$ cat src/rtl/fmul_pkg.sv
package fmul_pkg;

   // signedness selection carried in the low bits of the operation code
   typedef enum logic [1:0] {
      SGN_UU  = 2'b00,
      SGN_SS  = 2'b01,
      SGN_SU  = 2'b10,
      SGN_RSV = 2'b11
   } sgn_mode_e;

   localparam int OP_W     = 3;
   localparam int FRAC_BIT = 2;

   // status byte positions decoded by the neighbouring flag logic
   localparam int FLAG_C = 0;
   localparam int FLAG_Z = 1;

   // multiplier structure variants
   localparam int STYLE_INFER = 0;
   localparam int STYLE_ARRAY = 1;

endpackage

$ cat src/rtl/fmul_operand_ext.sv
module fmul_operand_ext
   import fmul_pkg::*;
#(
   parameter int W = 8
) (
   input  logic [W-1:0]      a_i,
   input  logic [W-1:0]      b_i,
   input  sgn_mode_e         mode_i,
   output logic signed [W:0] a_o,
   output logic signed [W:0] b_o
);

   logic a_signed;
   logic b_signed;

   always_comb begin
      a_signed = (mode_i == SGN_SS) || (mode_i == SGN_SU);
      b_signed = (mode_i == SGN_SS);
      a_o = a_signed ? {a_i[W-1], a_i} : {1'b0, a_i};
      b_o = b_signed ? {b_i[W-1], b_i} : {1'b0, b_i};
   end

endmodule

$ cat src/rtl/fmul_core.sv
module fmul_core
   import fmul_pkg::*;
#(
   parameter int W     = 8,
   parameter int STYLE = STYLE_INFER
) (
   input  logic signed [W:0] a_i,
   input  logic signed [W:0] b_i,
   output logic [2*W-1:0]    prod_o
);

   localparam int PW = 2 * W + 2;

   logic [PW-1:0] full;
   logic [PW-1:0] a_x;
   logic [PW-1:0] b_x;

   assign a_x = {{(PW-W-1){a_i[W]}}, a_i};
   assign b_x = {{(PW-W-1){b_i[W]}}, b_i};

   if (STYLE == STYLE_INFER) begin : g_infer
      assign full = $signed(a_x) * $signed(b_x);
   end else begin : g_array
      logic [PW-1:0] acc [W+2];
      assign acc[0] = '0;
      for (genvar i = 0; i < W; i++) begin : g_row
         assign acc[i+1] = acc[i] + (b_i[i] ? (a_x << i) : '0);
      end
      // sign row carries negative weight
      assign acc[W+1] = acc[W] - (b_i[W] ? (a_x << W) : '0);
      assign full = acc[W+1];
   end

   assign prod_o = full[2*W-1:0];

   // extended operands always yield a product that fits in 2W+1 signed bits
   always_comb begin
      p_fit_r2: assert ($isunknown(full) || (full[PW-1] == full[2*W]))
         else $error("product exceeds signed range");
   end

endmodule

$ cat src/rtl/fmul_result.sv
module fmul_result #(
   parameter int W = 8
) (
   input  logic [2*W-1:0] raw_i,
   input  logic           frac_i,
   output logic [2*W-1:0] res_o,
   output logic           z_o,
   output logic           c_o
);

   always_comb begin
      c_o   = raw_i[2*W-1];
      res_o = frac_i ? {raw_i[2*W-2:0], 1'b0} : raw_i;
      z_o   = (res_o == '0);
   end

endmodule

$ cat src/rtl/fmul_unit.sv
module fmul_unit
   import fmul_pkg::*;
#(
   parameter int W          = 8,
   parameter int MULT_STYLE = STYLE_INFER,
   parameter int SR_W       = 8
) (
   input  logic            clk,
   input  logic            rst_n,
   input  logic            start_i,
   input  logic [OP_W-1:0] op_i,
   input  logic [W-1:0]    opa_i,
   input  logic [W-1:0]    opb_i,
   input  logic [SR_W-1:0] sreg_i,
   output logic            busy_o,
   output logic            done_o,
   output logic [W-1:0]    prod_hi_o,
   output logic [W-1:0]    prod_lo_o,
   output logic [SR_W-1:0] sreg_o
);

   localparam int RW = 2 * W;

   if (W < 2) begin : g_bad_w
      $error("fmul_unit: W must be at least 2");
   end
   if (MULT_STYLE != STYLE_INFER && MULT_STYLE != STYLE_ARRAY) begin : g_bad_style
      $error("fmul_unit: unknown MULT_STYLE");
   end
   if (SR_W < 2) begin : g_bad_sr
      $error("fmul_unit: status byte too narrow for carry and zero");
   end

   logic signed [W:0] a_ext, b_ext;
   logic signed [W:0] a_q, b_q;
   logic              frac_q;
   logic              stg_v;
   logic              done_q;
   logic [SR_W-1:0]   keep_q;
   logic [SR_W-1:0]   sreg_q;
   logic [RW-1:0]     res_q;
   logic [RW-1:0]     raw;
   logic [RW-1:0]     res;
   logic              z_flag, c_flag;
   logic              accept;
   logic [SR_W-1:0]   sreg_nxt;

   fmul_operand_ext #(.W(W)) u_ext (
      .a_i    (opa_i),
      .b_i    (opb_i),
      .mode_i (sgn_mode_e'(op_i[1:0])),
      .a_o    (a_ext),
      .b_o    (b_ext)
   );

   fmul_core #(.W(W), .STYLE(MULT_STYLE)) u_core (
      .a_i    (a_q),
      .b_i    (b_q),
      .prod_o (raw)
   );

   fmul_result #(.W(W)) u_res (
      .raw_i  (raw),
      .frac_i (frac_q),
      .res_o  (res),
      .z_o    (z_flag),
      .c_o    (c_flag)
   );

   assign accept = start_i && !stg_v;

   always_comb begin
      sreg_nxt         = keep_q;
      sreg_nxt[FLAG_C] = c_flag;
      sreg_nxt[FLAG_Z] = z_flag;
   end

   always_ff @(posedge clk or negedge rst_n) begin
      if (!rst_n) begin
         stg_v  <= 1'b0;
         done_q <= 1'b0;
         a_q    <= '0;
         b_q    <= '0;
         frac_q <= 1'b0;
         keep_q <= '0;
         res_q  <= '0;
         sreg_q <= '0;
      end else begin
         stg_v  <= accept;
         done_q <= stg_v;
         if (accept) begin
            a_q    <= a_ext;
            b_q    <= b_ext;
            frac_q <= op_i[FRAC_BIT];
            keep_q <= sreg_i;
         end
         if (stg_v) begin
            res_q  <= res;
            sreg_q <= sreg_nxt;
         end
      end
   end

   assign busy_o    = stg_v;
   assign done_o    = done_q;
   assign prod_hi_o = res_q[RW-1:W];
   assign prod_lo_o = res_q[W-1:0];
   assign sreg_o    = sreg_q;

   p_start_accept_r7: assert property (@(posedge clk) disable iff (!rst_n)
      (start_i && !busy_o) |=> (busy_o && !done_o))
      else $error("accepted request did not raise busy");

   p_done_r7: assert property (@(posedge clk) disable iff (!rst_n)
      busy_o |=> done_o)
      else $error("done missing after busy cycle");

   p_pulse_r7: assert property (@(posedge clk) disable iff (!rst_n)
      done_o |=> !done_o)
      else $error("done wider than one cycle");

   p_busy_ignore_r8: assert property (@(posedge clk) disable iff (!rst_n)
      (busy_o && start_i) |=> !busy_o)
      else $error("request during busy was accepted");

   p_keep_r6: assert property (@(posedge clk) disable iff (!rst_n)
      done_o |-> (sreg_o[SR_W-1:2] == $past(sreg_i[SR_W-1:2], 2)))
      else $error("untouched status bits changed");

   p_hold_r9: assert property (@(posedge clk) disable iff (!rst_n)
      !done_o |-> $stable({prod_hi_o, prod_lo_o, sreg_o}))
      else $error("result moved without done");

endmodule

$ cat config.mk
export PLATFORM = sky130hd
export DESIGN_NAME = fmul_unit
export DESIGN_NICKNAME = d
export VERILOG_FILES = /design/src/rtl/fmul_pkg.sv /design/src/rtl/fmul_operand_ext.sv /design/src/rtl/fmul_core.sv /design/src/rtl/fmul_result.sv /design/src/rtl/fmul_unit.sv
export SDC_FILE = /design/constraint.sdc
export NUM_CORES = 1
export LEC_CHECK = 0
export BUFFER_PORTS_ARGS = -buffer_cell sky130_fd_sc_hd__buf_2
export CAP_MARGIN = 30
export CORE_MARGIN = 4
export CORE_UTILIZATION = 41
export DETAILED_ROUTE_END_ITERATION = 6
export GPL_TIMING_DRIVEN = 0
export MAX_ROUTING_LAYER = met4
export SLEW_MARGIN = 5
export SYNTH_ARGS = -nofsm -noshare
export SYNTH_HDL_FRONTEND = slang
export SYNTH_SLANG_ARGS = --single-unit
$ cat constraint.sdc
create_clock -name clk -period 7.49 [get_ports clk]
set_input_delay 1.1235 -clock clk [delete_from_list [all_inputs] [get_ports clk]]
set_output_delay 1.1235 -clock clk [all_outputs]
set_load 0.02 [all_outputs]
==> results.txt, run 1 <==
- Net count of the finished layout: slightly below 700
- The number of antenna diodes in the final layout is 0.
- Before antenna repair, the detailed router went through 5 iterations.
* Total nets after synthesis: around 620
* Via density: 5.099
- The count of endpoints failing hold in the final timing report came to 0.
* Fill cell total of the finished layout: between 1,000 and 1,500
- Sum of negative setup slack: 0 ns
* CTS H-tree depth: 2
- Max Clk Rate: about 0.18 GHz
- The synthesized design contains 0 enable-type register cells.
- Top Layer Used: met4
- Min-Delay Path Depth: 0
- Hold buffer count at cts: 0
- Across every metal layer, demand over resource in global routing totals 0.1700.
- Clock tree from TritonCTS: built
- Portion of the clock cycle consumed by the worst path in the final layout: 0.7522
- Port Buf Inserts: 53
- Largest net degree at the start of global routing: 32
- P&R area growth vs syn: 12.56%
- In the final layout, the share of cells above drive strength 1 is 0.1885.
- Root Driver: clkbuf_16
- Number of different library cells in the post-synthesis netlist: 46
- At the pin with the least slew margin, the transition time is 0.8591 ns.
* Clock transition at the register clock pins on the worst setup and hold paths after CTS: approximately 0.080 ns
- For this run, the register share of the synthesized area comes to 0.2573.
- Across the routed clock network, the largest skew measured is 0.005687 ns.
- For this block, the initial DRC count from the detailed router was 160.
- In the final routing, the length of wire on met1 measures around 5000 µm.
- Yosys reg bits: 51
- Endpoint of the lowest-slack register-to-register path: sreg_o[1]
- # Max-Cap Violations: 0
- The number of antenna violations at the first check in global routing is 0.
- Vias in the first global route: roughly 4,000
- In this run the critical register-to-register path is launched from a_q[3].
- Clk sink count: 51
- STA puts the critical path data required time at 7.68 ns.
* Half-perimeter wire length after detailed placement: 8663 µm
- The floorplan has 39 rows.
* End point of the most critical hold path: done_o
- Number of buffers created by CTS: 5
* Count of pins on the block boundary: 56
* Worst slew margin relative to its limit: 0.4273
* Crit path arrival time: ~6 ns
- The total area inside the core boundary comes to ~12,000 µm².
* # setup viols final: 0
- In the routed design, unresolved DRC markers number 0.
* Biggest fanout along the worst timing path: 10
* Maximum count of clock buffers along a single path: 2
- The die is around 120 µm tall.
- The congestion estimate from routability-driven global placement came to 0.7997.
* Worst Hold Class: flop to flop
- Full die area: between 10,000 and 15,000 µm²
* Post CTS Setup Buffer Count: 0
- Async S/R FF share, synth: 1.000
- DR WL/cell: approximately 15 µm
* Critical setup path kind: flop to flop
- The worst setup path is launched from a flop.
- Met2 routed WL: 5496 µm
* Synth Instances: about 500
- Number of cell instances on the worst register-to-register path: 19
* Number of warnings reported in the yosys synthesis log: 0
* Hold path start: busy_o
- Once the clock tree was built, the resizer swapped 0 gates to a different size.
* Die width: between 100 and 150 µm
- In this run the remaining antenna-violating nets after routing total 0.
- Average cell area after synthesis: approximately 10 µm²
- The most used flip-flop cell after synthesis is dfrtp_1.
- Total congestion overflow after global routing: 0
- The final layout contains routed wiring with a total length of 10,830 µm.
- Via Count: 3,569
* Worst-skew pair later-pin latency: around 0.3 ns
- Setup slack on the worst reg-to-reg path comes out at 1.86 ns.
- Met3 wire len: around 330 µm
- The max-slew violation count is 0.
- Final critical delay including setup and external delays: 5.634 ns
- STA classifies the critical path endpoint as a flop.
- Effective utilization at floorplan: 0.4272
- The synthesized netlist occupies a cell area of approximately 5000 µm².
- First-pass GRT wire length: 19,040 µm
- Setup repair after global routing left no endpoint under its margin.
- Run status: finished clean
-- cell usage in the layout (no fill, tap or decap), types with 4 or more instances in the layout --
cell type and count:
a21o_1 4, clkbuf_1 20, nor2_1 23, nand2_1 57, o21ai_0 8, a21oi_1 14
buf_2 53, nor4_1 4, nor2b_1 8, and2_1 30, xnor2_1 15, mux2_2 30
inv_1 76, fa_1 63, buf_1 5, buf_6 4, clkbuf_16 5, dfrtp_1 51
a31oi_1 4, mux2i_1 7, ha_1 34
-- state kept, by name (all words and copies together), names as in the netlist --
name    cells
a_q         9
b_q         9
busy_o      1
done_o      1
frac_q      1
keep_q      6
res_q      16
sreg_o      8
-- worst max path at each step --
stage | start | endpoint | cells after the start
2_1_floorplan | b_q[2] | sreg_o[1] | 19
3_3_place_gp | a_q[3] | sreg_o[1] | 19
3_5_place_dp | a_q[3] | sreg_o[1] | 19
4_1_cts | a_q[3] | sreg_o[1] | 19
5_1_grt | a_q[3] | sreg_o[1] | 19
6_report | a_q[3] | sreg_o[1] | 19
-- kinds of logic after synthesis --
logic type,after synthesis,share of synthesized area
muxes,38,0.08524
buffers and inverters,105,0.08550
DFF,51,0.2573
and+or+nand+nor,139,0.1380
AOI/OAI and AO/OA,48,0.06406
xor gates and xnor gates,17,0.03001
adders and majority gates,97,0.3400
-- cell usage after synthesis (2+ instances only) --
cell,n,area share
inv_1,76,0.058
fa_1,63,0.25
nand2_1,57,0.043
dfrtp_1,51,0.26
ha_1,34,0.086
and2_1,30,0.038
mux2_2,30,0.068
nor2_1,23,0.017
clkbuf_1,20,0.015
xnor2_1,15,0.026
a21oi_1,14,0.014
nor2b_1,8,0.010
o21ai_0,8,0.0081
mux2i_1,7,0.014
buf_1,5,0.0038
a21o_1,4,0.0061
a31oi_1,4,0.0050
buf_6,4,0.0091
nor4_1,4,0.0050
nand2b_1,3,0.0038
nand3_1,3,0.0030
o31ai_1,3,0.0045
o211ai_1,2,0.0030
o21a_1,2,0.0030
o31a_1,2,0.0035
or2_2,2,0.0025
xor2_1,2,0.0035
-- stage by stage --
stage / setup WS [ns] / hold WS, ns / cells / util / instance area, µm²
after floorplan: 2.425 / 0.4750 / 495 / - / 4961
after detailed placement: 1.851 / 0.4122 / 692 / 0.4671 / 5425
after global routing: 1.560 / 0.4574 / 700 / 0.4808 / 5584
after global placement: 1.900 / 0.4051 / 691 / 0.4654 / 5405
after CTS: 1.843 / 0.4358 / 700 / 0.4808 / 5584
final: 1.856 / 0.4314 / 700 / 0.4808 / 5584
-- worst max-delay path, cell delays in order, from the launching register on --
cell and delay [ns]:
dfrtp_1 0.32, clkbuf_1 0.46, nand2_1 0.17, fa_1 0.56
inv_1 0.05, fa_1 0.45, ha_1 0.29, inv_1 0.05
fa_1 0.53, inv_1 0.04, ha_1 0.28, ha_1 0.25
fa_1 0.41, a21o_1 0.20, and4_1 0.24, o31a_1 0.34
nor3_1 0.29, nor4_1 0.12, and4b_1 0.22, a32o_2 0.25
-- layer usage --
| layer | vias to the layer above | global-route usage |
|---|---|---|
| met5 | - | - |
| li1 | 1690 | - |
| met3 | 6 | 0.01778 |
| met4 | 0 | 0.03590 |
| met2 | 60 | 0.2860 |
| met1 | 1813 | 0.2245 |
-- layout make-up --
cell class,instances,area [µm²],share of cell area
Buffer,29,138.9,0.02487
Tap cell,143,178.9,0.03204
Clock buffer,5,125.1,0.02241
Multi-Input combinational cell,339,3261,0.5839
Sequential cell,51,1276,0.2285
Clock inverter,3,33.78,0.006050
Inverter,76,285.3,0.05109
Timing Repair Buffer,54,285.3,0.05109
Power of run 1 is not shown: default switching activity piles up to over one toggle a cycle in this logic, so the estimate is an artifact.
==> run 2: changes to the inputs <==
Clock period 7.49 ns to 5.3 ns, I/O delays scaled along.
==> run 2 against run 1 <==
Compared with the run above: flip-flop and latch count stayed put; non-clock buffer count stayed put; clock-buffer cell count stayed put; final cell count stayed put; global-route usage is 0.084 points higher; wire length is 3.0% higher; worst hold slack hardly changed; first-iteration DRC count is 19% lower; critical path type unchanged; largest cell class unchanged; highest routed layer unchanged.
==> results.txt, run 2 (same netlist as run 1, synthesis figures left out) <==
- Run status: finished clean
- The area of the die is 13,920 µm² (unchanged).
- The number of DRC violations after detailed-routing iteration 0 is 129 (-19%).
- The smallest setup slack after layout was 0.1781 ns (-1.678 ns).
* DRC: 0 (unchanged)
- The number of search-and-repair iterations in the first detailed-routing pass came to 4 (-1).
- CTS H-tree depth: 2 (unchanged)
- # setup viols final: 0 (unchanged)
* Vias in the first global route: 3,958 (+0.10%)
- The worst slew margin relative to its limit is 0.4366 (+0.009273).
- The cell area reported after detailed placement came to 5425 µm² (unchanged).
* DR WL/cell: 15.93 µm (+3.0%)
* Die boundary height: 118 µm (unchanged)
- The count of buffers inserted at the top-level ports is 53 (unchanged).
* First-pass GRT wire length: 19,090 µm (+0.22%)
- Setup slack at placement: -0.3389 ns (-2.190 ns)
* Largest stage delay on the critical path: 0.56 ns (about the same)
* Most common library cell in the layout ignoring fill and taps: inv_1
- Traced cell by cell, the critical path runs through buf_2 > and2_1 > fa_1 > fa_1 > fa_1 > fa_1 > fa_1 > ha_2 > and4_1 > o31a_1 > o31ai_2 > xnor2_1 > nand2_1 > a32o_2.
- The combined buffer and inverter count along the critical path is 1 (-3).
- The biggest fanout along the worst timing path was 6 (-4).
- The critical path is of the flop to flop type.
- The floorplan row count came to 39 (unchanged).
- The post-detailed-route via-to-cell ratio is 5.169 (+1.4%).
* Setup slack of the most critical reg-to-reg path: 0.18 ns (-1.68 ns)
* Transition time of the tightest slew-check pin: 0.8451 ns (-0.01391 ns)
- The fraction of layout cells with a size suffix above 1 came to 0.2711 (+0.08259).
- Core box area: 11,610 µm² (unchanged)
* Clock transition at the register clock pins on the worst setup and hold paths after CTS: 0.08 ns (about the same)
- The final standard cell area without fillers came to 5720 µm² (+2.4%).
- The final weighted congestion of routability-driven global placement came to 0.7997 (unchanged).
- The post-route clock period utilization is 0.9664 (+0.2142).
- By instance count, the cell type seen most on the critical path is fa_1.
- Register ranked first by flip-flop count: res_q
- The area used by sequential logic in the layout came to 1297 µm² (+1.7%).
* Die width: 118 µm (unchanged)
* Largest net degree at the start of global routing: 32 (unchanged)
- The insertion delay of the later-clocked pin in the worst-skew pair is 0.30 ns (about the same).
- The max capacitance violation total was 0 (unchanged).
- Max reg flops: 16 (unchanged)
- Number of buffers created by CTS: 5 (unchanged)
* Half-perimeter wire length after detailed placement: 8663 µm (unchanged)
- The count of antenna-violating nets left after detailed routing was 0 (unchanged).
- Kind of cell with the highest combined delay on the critical path: adder cells
- The effective utilization at floorplan was 0.4272 (unchanged).
* Commonest cells after routing, fill and taps aside: 73 x inv_1, 62 x fa_1, 57 x nand2_1
- Worst Hold Class: flop to flop
* Antenna violations before repair: 0 (unchanged)
- The maximum root-to-sink buffer count came to 2 (unchanged).
- The number of filler instances in the final layout is 1,067 (-2.4%).
- Registers with the highest flip-flop counts: res_q x16, a_q x9, b_q x9
* Skew final: 0.005899 ns (+0.0002122 ns)
- The count of antenna diodes in the layout came to 0 (unchanged).
- The post-detailed-routing wire length came to 11,150 µm (+3.0%).
* Count of pins on the block boundary: 56 (unchanged)
* Via Count: 3,618 (+1.4%)
- The global-route total usage across every layer is 0.1709 (+0.0008439).
* Clk sink count: 51 (unchanged)
- Net count of the finished layout: 683 (unchanged)
* P&R area growth vs syn: 15.31%
* Slowest stage cell, crit path: fa_1
- The max-slew violation count was 0 (unchanged).
* Max Clk Rate: 0.1952 GHz (+10%)
- Element type at the critical path start: flop
- Total congestion overflow after global routing: 0 (unchanged)
- Hold buffer count at cts: 0 (unchanged)
* Data required time at the worst endpoint: 5.49 ns (-2.19 ns)
- The time the worst path needs with I/O delays and setup was 5.122 ns (-0.5118 ns).
- Count of final hold-check violations: 0 (unchanged)
* Clock tree from TritonCTS: built
* RSZ-0062 raised after global routing: false
* Crit path arrival time: 5.32 ns (-0.51 ns)
- STA classifies the critical path endpoint as a flop.
- Root Driver: clkbuf_16
- Area occupied by multi-input gates: 3313 µm² (+1.6%)
[run 2: area by class of cell]
class                      instances  area share
buffer                            11     0.01247
clock buffer                       5     0.02187
clock inverter                     3    0.005906
inverter                          76     0.04987
multi-input combinational        339      0.5792
sequential                        51      0.2268
tap                              143     0.03128
timing repair buffer              72     0.07262
[run 2: timing repair]
action	4_1_cts	5_1_grt
pin swaps	0	3
gates resized for setup	10	21
setup endpoints to repair	4	4
buffers inserted	5	13
cloned	0	0
[run 2: worst paths after layout]
path / start / endpoint / cells past startpoint
hold / removal: busy_o / done_o / 0
min in group asynchronous: rst_n / keep_q[5] / 1
hold reg to reg: busy_o / done_o / 0
setup reg to reg: a_q[4] / sreg_o[1] / 14
setup / recovery: a_q[4] / sreg_o[1] / 14
max in group asynchronous: rst_n / a_q[1] / 2
[run 2: through the flow]
step	hold slack, ns	TNS (ns)	instances	utilization
6_report	0.4319	0	700	0.4926
3_5_place_dp	0.4122	-0.7732	692	0.4671
5_1_grt	0.4574	0	700	0.4926
2_1_floorplan	0.4750	0	495	-
3_3_place_gp	0.4051	-0.5822	691	0.4654
4_1_cts	0.4358	0	688	0.4800
[run 2: metal layers]
layer  wire [µm]  GRT usage
met2        5690     0.2885
met4         123    0.03590
met3         422    0.01826
met1        4912     0.2245
met5           0          -
Power of run 2 is left out for the same reason.
